### config.mk
export PLATFORM = sky130hd
export DESIGN_NAME = rate_ratio_detector
export DESIGN_NICKNAME = d
export VERILOG_FILES = /design/src/rtl/rrc_pkg.sv /design/src/rtl/rrc_edge_sync.sv /design/src/rtl/rrc_frame_meter.sv /design/src/rtl/rrc_classifier.sv /design/src/rtl/rrc_lock_filter.sv /design/src/rtl/rate_ratio_detector.sv
export SDC_FILE = /design/constraint.sdc
export NUM_CORES = 1
export LEC_CHECK = 0
export BUFFER_PORTS_ARGS = -buffer_cell sky130_fd_sc_hd__buf_2
export CORE_ASPECT_RATIO = 1.1
export CORE_MARGIN = 5
export CORE_UTILIZATION = 30
export CTS_CLUSTER_SIZE = 30
export DETAILED_ROUTE_END_ITERATION = 8
export PLACE_DENSITY_LB_ADDON = 0.2
export SLEW_MARGIN = 10
export SYNTH_ARGS = -nofsm -noshare
export SYNTH_HDL_FRONTEND = slang
export SYNTH_HIERARCHICAL = 1
export SYNTH_SLANG_ARGS = --single-unit
### constraint.sdc
create_clock -name clk_i -period 12.6 [get_ports clk_i]
set_input_delay 2.52 -clock clk_i [delete_from_list [all_inputs] [get_ports clk_i]]
set_output_delay 2.52 -clock clk_i [all_outputs]
set_load 0.01 [all_outputs]
### src/rtl/rrc_pkg.sv
package rrc_pkg;
  typedef enum logic [1:0] {
    MODE_NONE   = 2'd0,
    MODE_SINGLE = 2'd1,
    MODE_DOUBLE = 2'd2,
    MODE_QUAD   = 2'd3
  } speed_mode_e;

  localparam int unsigned NUM_RATIOS = 7;

  localparam int unsigned SGL_MIN_HZ = 8000;
  localparam int unsigned SGL_MAX_HZ = 50000;
  localparam int unsigned DBL_MIN_HZ = 84000;
  localparam int unsigned DBL_MAX_HZ = 100000;
  localparam int unsigned QAD_MIN_HZ = 167000;
  localparam int unsigned QAD_MAX_HZ = 200000;

  typedef struct packed {
    logic        ok;
    speed_mode_e mode;
    logic [2:0]  ratio;
  } frame_class_t;

  // even codes: 128 * 2^(k/2); odd codes: 192 * 2^(k/2)
  function automatic int unsigned ratio_of_code(int unsigned code);
    return (code % 2 == 0) ? (128 << (code / 2)) : (192 << (code / 2));
  endfunction

  function automatic logic [7:0] allowed_mask(speed_mode_e m);
    case (m)
      MODE_SINGLE: return 8'b0111_1100;
      MODE_DOUBLE: return 8'b0001_1111;
      MODE_QUAD:   return 8'b0000_0111;
      default:     return 8'b0000_0000;
    endcase
  endfunction
endpackage

### src/rtl/rrc_edge_sync.sv
module rrc_edge_sync #(
  parameter int unsigned STAGES = 2
) (
  input  logic clk_i,
  input  logic rst_ni,
  input  logic async_i,
  output logic rise_o
);
  logic [STAGES:0] sh_q;

  always_ff @(posedge clk_i or negedge rst_ni) begin
    if (!rst_ni) sh_q <= '0;
    else         sh_q <= {sh_q[STAGES-1:0], async_i};
  end

  assign rise_o = sh_q[STAGES-1] & ~sh_q[STAGES];
endmodule

### src/rtl/rrc_frame_meter.sv
module rrc_frame_meter #(
  parameter int unsigned CNT_W   = 12,
  parameter int unsigned TIMEOUT = 2048
) (
  input  logic             clk_i,
  input  logic             rst_ni,
  input  logic             frame_rise_i,
  input  logic             bit_rise_i,
  input  logic             ref_tick_i,
  output logic             done_o,
  output logic [CNT_W-1:0] sys_len_o,
  output logic [CNT_W-1:0] ref_len_o,
  output logic [CNT_W-1:0] bit_len_o,
  output logic             timeout_o
);
  localparam logic [CNT_W-1:0] TMO_LAST = CNT_W'(TIMEOUT - 1);
  localparam logic [CNT_W-1:0] TMO_CAP  = CNT_W'(TIMEOUT);
  localparam logic [CNT_W-1:0] CNT_MAX  = '1;

  logic [CNT_W-1:0] sys_cnt_q, ref_cnt_q, bit_cnt_q;
  logic             primed_q;

  always_ff @(posedge clk_i or negedge rst_ni) begin
    if (!rst_ni) begin
      sys_cnt_q <= '0;
      ref_cnt_q <= '0;
      bit_cnt_q <= '0;
      primed_q  <= 1'b0;
      done_o    <= 1'b0;
      timeout_o <= 1'b0;
      sys_len_o <= '0;
      ref_len_o <= '0;
      bit_len_o <= '0;
    end else begin
      done_o    <= 1'b0;
      timeout_o <= 1'b0;
      if (frame_rise_i) begin
        done_o    <= primed_q;
        sys_len_o <= sys_cnt_q + CNT_W'(1);
        ref_len_o <= ref_cnt_q;
        bit_len_o <= bit_cnt_q;
        primed_q  <= 1'b1;
        sys_cnt_q <= '0;
        ref_cnt_q <= CNT_W'(ref_tick_i);
        bit_cnt_q <= CNT_W'(bit_rise_i);
      end else begin
        if (sys_cnt_q == TMO_LAST) begin
          timeout_o <= 1'b1;
          primed_q  <= 1'b0;
        end
        if (sys_cnt_q != TMO_CAP) sys_cnt_q <= sys_cnt_q + CNT_W'(1);
        if (ref_tick_i && ref_cnt_q != CNT_MAX) ref_cnt_q <= ref_cnt_q + CNT_W'(1);
        if (bit_rise_i && bit_cnt_q != CNT_MAX) bit_cnt_q <= bit_cnt_q + CNT_W'(1);
      end
    end
  end
endmodule

### src/rtl/rrc_classifier.sv
module rrc_classifier
  import rrc_pkg::*;
#(
  parameter int unsigned CNT_W          = 12,
  parameter int unsigned REF_HZ         = 6144000,
  parameter int unsigned RATIO_TOL      = 2,
  parameter int unsigned BITS_PER_FRAME = 64,
  parameter int unsigned BIT_TOL        = 1
) (
  input  logic [CNT_W-1:0] sys_len_i,
  input  logic [CNT_W-1:0] ref_len_i,
  input  logic [CNT_W-1:0] bit_len_i,
  output frame_class_t     class_o
);
  localparam logic [CNT_W-1:0] SGL_LO = CNT_W'((REF_HZ + SGL_MAX_HZ - 1) / SGL_MAX_HZ);
  localparam logic [CNT_W-1:0] SGL_HI = CNT_W'(REF_HZ / SGL_MIN_HZ);
  localparam logic [CNT_W-1:0] DBL_LO = CNT_W'((REF_HZ + DBL_MAX_HZ - 1) / DBL_MAX_HZ);
  localparam logic [CNT_W-1:0] DBL_HI = CNT_W'(REF_HZ / DBL_MIN_HZ);
  localparam logic [CNT_W-1:0] QAD_LO = CNT_W'((REF_HZ + QAD_MAX_HZ - 1) / QAD_MAX_HZ);
  localparam logic [CNT_W-1:0] QAD_HI = CNT_W'(REF_HZ / QAD_MIN_HZ);
  localparam logic [CNT_W-1:0] BIT_LO = CNT_W'(BITS_PER_FRAME - BIT_TOL);
  localparam logic [CNT_W-1:0] BIT_HI = CNT_W'(BITS_PER_FRAME + BIT_TOL);

  logic [NUM_RATIOS-1:0] hit;

  for (genvar i = 0; i < NUM_RATIOS; i++) begin : g_ratio
    localparam logic [CNT_W-1:0] LO = CNT_W'(ratio_of_code(i) - RATIO_TOL);
    localparam logic [CNT_W-1:0] HI = CNT_W'(ratio_of_code(i) + RATIO_TOL);
    assign hit[i] = (sys_len_i >= LO) && (sys_len_i <= HI);
  end

  speed_mode_e mode;
  logic [2:0]  code;
  logic [7:0]  mask;
  logic        bits_ok;

  always_comb begin
    if      (ref_len_i >= QAD_LO && ref_len_i <= QAD_HI) mode = MODE_QUAD;
    else if (ref_len_i >= DBL_LO && ref_len_i <= DBL_HI) mode = MODE_DOUBLE;
    else if (ref_len_i >= SGL_LO && ref_len_i <= SGL_HI) mode = MODE_SINGLE;
    else                                                 mode = MODE_NONE;

    code = 3'd0;
    for (int i = 0; i < NUM_RATIOS; i++) begin
      if (hit[i]) code = 3'(i);
    end

    mask    = allowed_mask(mode);
    bits_ok = (bit_len_i >= BIT_LO) && (bit_len_i <= BIT_HI);

    class_o = '0;
    if (mode != MODE_NONE && |hit && mask[code] && bits_ok) begin
      class_o.ok    = 1'b1;
      class_o.mode  = mode;
      class_o.ratio = code;
    end
  end
endmodule

### src/rtl/rrc_lock_filter.sv
module rrc_lock_filter
  import rrc_pkg::*;
#(
  parameter int unsigned LOCK_FRAMES = 8,
  parameter int unsigned MISS_FRAMES = 2
) (
  input  logic         clk_i,
  input  logic         rst_ni,
  input  logic         done_i,
  input  frame_class_t class_i,
  input  logic         timeout_i,
  output logic         locked_o,
  output logic         valid_o,
  output frame_class_t held_o
);
  localparam int unsigned CW = $clog2(LOCK_FRAMES + 1);
  localparam int unsigned MW = $clog2(MISS_FRAMES + 1);
  localparam logic [CW-1:0] LOCK_AT  = CW'(LOCK_FRAMES);
  localparam logic [MW-1:0] MISS_END = MW'(MISS_FRAMES - 1);

  frame_class_t   cand_q;
  logic [CW-1:0]  run_q, run_next;
  logic [MW-1:0]  miss_q;

  always_comb begin
    if (class_i.ok && class_i == cand_q && run_q != '0) run_next = run_q + CW'(1);
    else                                                run_next = CW'(class_i.ok);
  end

  always_ff @(posedge clk_i or negedge rst_ni) begin
    if (!rst_ni) begin
      cand_q   <= '0;
      run_q    <= '0;
      miss_q   <= '0;
      locked_o <= 1'b0;
      valid_o  <= 1'b0;
      held_o   <= '0;
    end else if (timeout_i) begin
      cand_q   <= '0;
      run_q    <= '0;
      miss_q   <= '0;
      locked_o <= 1'b0;
      valid_o  <= 1'b0;
      held_o   <= '0;
    end else if (done_i) begin
      valid_o <= class_i.ok;
      if (!locked_o) begin
        cand_q <= class_i;
        if (run_next == LOCK_AT) begin
          locked_o <= 1'b1;
          held_o   <= class_i;
          run_q    <= '0;
          miss_q   <= '0;
        end else begin
          run_q <= run_next;
        end
      end else if (class_i == held_o) begin
        miss_q <= '0;
      end else if (miss_q == MISS_END) begin
        locked_o <= 1'b0;
        held_o   <= '0;
        miss_q   <= '0;
        cand_q   <= class_i;
        run_q    <= CW'(class_i.ok);
      end else begin
        miss_q <= miss_q + MW'(1);
      end
    end
  end
endmodule

### src/rtl/rate_ratio_detector.sv
module rate_ratio_detector
  import rrc_pkg::*;
#(
  parameter int unsigned REF_HZ         = 6144000,
  parameter int unsigned TIMEOUT_CYCLES = 2048,
  parameter int unsigned RATIO_TOL      = 2,
  parameter int unsigned BITS_PER_FRAME = 64,
  parameter int unsigned BIT_TOL        = 1,
  parameter int unsigned LOCK_FRAMES    = 8,
  parameter int unsigned MISS_FRAMES    = 2,
  parameter int unsigned SYNC_STAGES    = 2
) (
  input  logic       clk_i,
  input  logic       rst_ni,
  input  logic       frame_clk_i,
  input  logic       bit_clk_i,
  input  logic       ref_tick_i,
  output logic [1:0] mode_o,
  output logic [2:0] ratio_o,
  output logic       valid_o,
  output logic       locked_o
);
  localparam int unsigned CNT_W = $clog2(TIMEOUT_CYCLES + 2);

  logic [1:0] raw_clk, rise;
  assign raw_clk = {bit_clk_i, frame_clk_i};

  for (genvar g = 0; g < 2; g++) begin : g_sync
    rrc_edge_sync #(.STAGES(SYNC_STAGES)) u_sync (
      .clk_i  (clk_i),
      .rst_ni (rst_ni),
      .async_i(raw_clk[g]),
      .rise_o (rise[g])
    );
  end

  logic             meas_done, meas_timeout;
  logic [CNT_W-1:0] sys_len, ref_len, bit_len;

  rrc_frame_meter #(.CNT_W(CNT_W), .TIMEOUT(TIMEOUT_CYCLES)) u_meter (
    .clk_i       (clk_i),
    .rst_ni      (rst_ni),
    .frame_rise_i(rise[0]),
    .bit_rise_i  (rise[1]),
    .ref_tick_i  (ref_tick_i),
    .done_o      (meas_done),
    .sys_len_o   (sys_len),
    .ref_len_o   (ref_len),
    .bit_len_o   (bit_len),
    .timeout_o   (meas_timeout)
  );

  frame_class_t cls, held;

  rrc_classifier #(
    .CNT_W(CNT_W), .REF_HZ(REF_HZ), .RATIO_TOL(RATIO_TOL),
    .BITS_PER_FRAME(BITS_PER_FRAME), .BIT_TOL(BIT_TOL)
  ) u_class (
    .sys_len_i(sys_len),
    .ref_len_i(ref_len),
    .bit_len_i(bit_len),
    .class_o  (cls)
  );

  rrc_lock_filter #(.LOCK_FRAMES(LOCK_FRAMES), .MISS_FRAMES(MISS_FRAMES)) u_lock (
    .clk_i    (clk_i),
    .rst_ni   (rst_ni),
    .done_i   (meas_done),
    .class_i  (cls),
    .timeout_i(meas_timeout),
    .locked_o (locked_o),
    .valid_o  (valid_o),
    .held_o   (held)
  );

  assign mode_o  = held.mode;
  assign ratio_o = held.ratio;
endmodule

==> results.yml <==
status:
  outcome: "complete, no violations"
global_route:
  grt_pass1_wl_microns: 19530
  grt_antenna_before_repair: 0
  overflow: 0
  grt_usage_pct: 11.34
  grt_pass1_vias: 3884
  grt_max_degree: 77
yosys:
  synth.avg_cell_area_sq_um: 10.20
  syn-cell-area_sq_mm: 0.005416
  synthMostInstantiatedCell: "dfrtp_1"
  yosysUniqueCellTypes: 83
  syn_inst: 531
  synth_seq_cells: 101
  ys.flop_type: "dfrtp_1"
  async_flop_share_pct: 100.0
  synth_edf_count: 0
  yosysTopAreaCell: "dfrtp_1"
  ys_top_cells_by_area: "dfrtp_1, mux2_2, a21oi_1, nor2_1, nand2_1"
  synth_top_area_share_pct: 46.66
  yosysWarnings: 6
  syn-num-nets: 544
  synth_common_cells: "dfrtp_1, nor2_1, nand2_1, a21oi_1, mux2_2"
  ys_seq_area_share_pct: 46.66
timing:
  hold_viol: 0
  max_freq_ghz: 0.2114
  post-route-period-util_pct: 37.55
  max_slew_margin_pct: 27.69
  tns_ps: 0
  setup_ws_ps: 7869
  finalClockSkew_ps: 8.894
  rsz0062_at_grt: "false"
  worst_pin_slew_ps: 1073
  period_needed_ps: 4731
  slew_violations: 0
  setup_viol: 0
floorplan:
  dieArea_sq_mm: 0.02085
  fp.dieW_microns: 138.1
  core-area_sq_mm: 0.01774
  rows: 51
  die_y_microns: 150.9
  ioPinCount: 12
  initial_core_util_pct: 30.53
clocking:
  cts.sinks: 101
  postCtsSetupBuffers: 0
  htree_levels: 3
  cts-root-buf: "clkbuf_16"
  cts_tree: "yes"
  hold_buffers: 0
  cts_made_buffers: 9
  cts_resized: 0
  clkLatencyLatePin_ps: 350
  clock_path_buffers: 2
  clk_pin_slew_worst_paths_ps: 70
setup_path:
  worstPathCellList: "or2_2 > nor4_1 > o41ai_1 > a32oi_1 > inv_1 > ha_1 > nand3_1 > nor3_1 > nor4_1 > o21ai_4 > nor3b_2 > xor2_1 > nor4_1 > a32o_2 > a2111oi_4 > a211o_1"
  cp-end-kind: "register"
  critPathMaxStageDelay_ps: 620
  path_class: "reg -> reg"
  crit_buf_inv: 1
  arrival_ps: 4970
  crit_fanout: 24
  cp_data_required_time_ps: 12840
  critical_path.startpoint_type: "register"
  path_delay_family: "simple AND/OR/NAND/NOR gates"
  cp_common_cell: "nor4_1"
  cp_slowest_cell: "a32o_2"
drt:
  dr.pass1.iters: 5
  totalWireLength_microns: 11230
  antenna_left: 0
  vias_per_cell: 5.056
  drt-initial-drc-count: 198
  drc_errors: 0
  via_count: 3949
  wl_per_cell_microns: 14.38
final_layout:
  final_layout_size_suffix_gt1_share_pct: 16.76
  nets: 551
  syn_to_final_growth_pct: 11.02
  n_antenna_cell: 0
  fill_cells: 1844
pwr:
  switching_share_pct: 25.66
  ir_worst_vdd_uv: 60.34
  power.share.clock_pct: 41.0
  power_density_mw_per_mm2: 128.2
  power.internal_w: 0.0005731
  p_leak_nw: 2.514
  combinationalPowerShare_pct: 9.4
  p_sw_w: 0.0001978
  pwr-share-seq_pct: 49.5
placed_design:
  place_congestion: 0.8132
  dp_slack_ps: 7893
  port-buffer-count: 11
  place_hpwl_microns: 7868
job:
  maxCapViolCount: 0
min_path:
  min_path_type: "reg -> reg"
[final timing paths]
check                                                   startpoint                            endpoint  slack [ps]  cells past startpoint
worst max-delay path             u_meter/ref_len_o[11]$_DFFE_PN0P_         u_lock/run_q[3]$_DFFE_PN0P_        7870                     16
worst min-delay path            g_sync[1].u_sync/sh_q[0]$_DFF_PN0_  g_sync[1].u_sync/sh_q[1]$_DFF_PN0_         350                      0
worst max register to register   u_meter/ref_len_o[11]$_DFFE_PN0P_         u_lock/run_q[3]$_DFFE_PN0P_        7870                     16
worst min register to register  g_sync[1].u_sync/sh_q[0]$_DFF_PN0_  g_sync[1].u_sync/sh_q[1]$_DFF_PN0_         350                      0
max in group asynchronous                                   rst_ni        u_lock/held_o[5]$_DFFE_PN0P_        9300                      2
min in group asynchronous                                   rst_ni   u_meter/sys_cnt_q[10]$_DFFE_PN0P_        2240                      1
[layout make-up]
cell class / count / area, sq um / share of cell area [%]
inverter: 17 / 63.81 / 1.061
multi-input combinational: 396 / 2711 / 45.09
timing repair buffer: 13 / 72.57 / 1.207
sequential: 101 / 2527 / 42.03
tap: 238 / 297.8 / 4.952
clock buffer: 10 / 229.0 / 3.808
clock inverter: 6 / 111.4 / 1.852
[cells in the final DEF, fill, tap and decap left out, types with 4 or more instances in the layout]
cell         n
a21oi_1     39
a221o_1      5
and2_1       4
and3_1       8
buf_2       10
clkbuf_16    9
dfrtp_1    101
ha_1         8
inv_1       16
mux2_2      26
mux2i_1      7
nand2_1     45
nand3_1     18
nand3_2      4
nand4_1     12
nand4b_1     4
nor2_1      51
nor2b_1      5
nor3_1      15
nor4_1      10
o21ai_0     12
o21ai_1     12
o31ai_1      6
or2_2        4
or3_1        5
xnor2_1     15
xor2_1       9
[logic make-up (layout without fill, tap and decap cells)]
family	Yosys count	in the layout	synth area share, %
compound gates	113	113	15.27
xor+xnor	24	24	3.881
fa+ha+maj	8	8	1.848
buf+inv	34	46	3.280
flops	101	101	46.66
mux	33	33	6.699
simple gates	218	218	22.36
[per-layer routing]
layer | global-route usage, % | share of wire [%]
met4 | 4.743 | 1.7
met3 | 1.989 | 2.1
met5 | 0 | 0
met1 | 14.85 | 49
met2 | 18.68 | 47
[power by group through the flow]
stage | clock network (W) | registers (W) | logic (W)
final | 0.000316 | 0.000382 | 0.0000727
after global routing | 0.000341 | 0.000387 | 0.0000842
after CTS | 0.000329 | 0.000382 | 0.0000747
after detailed placement | 0 | 0.000388 | 0.0000743
after global placement | 0 | 0.000387 | 0.0000727
after floorplan | 0 | 0.000377 | 0.0000595
[worst reg2reg max path: cells and delay by family (launching register included)]
family | cells | cell delay (ps)
AO/OA/AOI/OAI | 6 | 1640
adder cells (fa/ha/maj) | 1 | 320
AND/OR/NAND/NOR | 7 | 2090
buffers and inverters | 1 | 90
flip-flops | 1 | 380
XOR/XNOR | 1 | 120
[registers in the layout (all words and copies together), names as in the netlist]
register,count
u_lock/valid_o,1
u_meter/bit_cnt_q,12
u_lock/run_q,4
u_lock/miss_q,2
u_lock/held_o,6
u_meter/ref_cnt_q,12
u_lock/cand_q,6
u_meter/bit_len_o,12
u_meter/timeout_o,1
u_meter/primed_q,1
u_meter/done_o,1
u_meter/sys_cnt_q,12
u_meter/ref_len_o,12
u_meter/sys_len_o,12
g_sync.u_sync/sh_q,6
u_lock/locked_o,1
[per-stage QoR]
stage                     hold WS (ps)  instance area (sq um)  utilization (%)  total power (W)  cells
final                            350.3                   6013            33.90        0.0007708    781
after global routing             369.8                   6013            33.90        0.0008128    781
after CTS                        352.9                   6013            33.90        0.0007857    781
after detailed placement         337.0                   5673            31.98        0.0004626    765
after global placement           333.8                   5673            31.98        0.0004597    765
after floorplan                  331.2                   5416                -        0.0004361    531
Power figures use the tool's default switching activity.
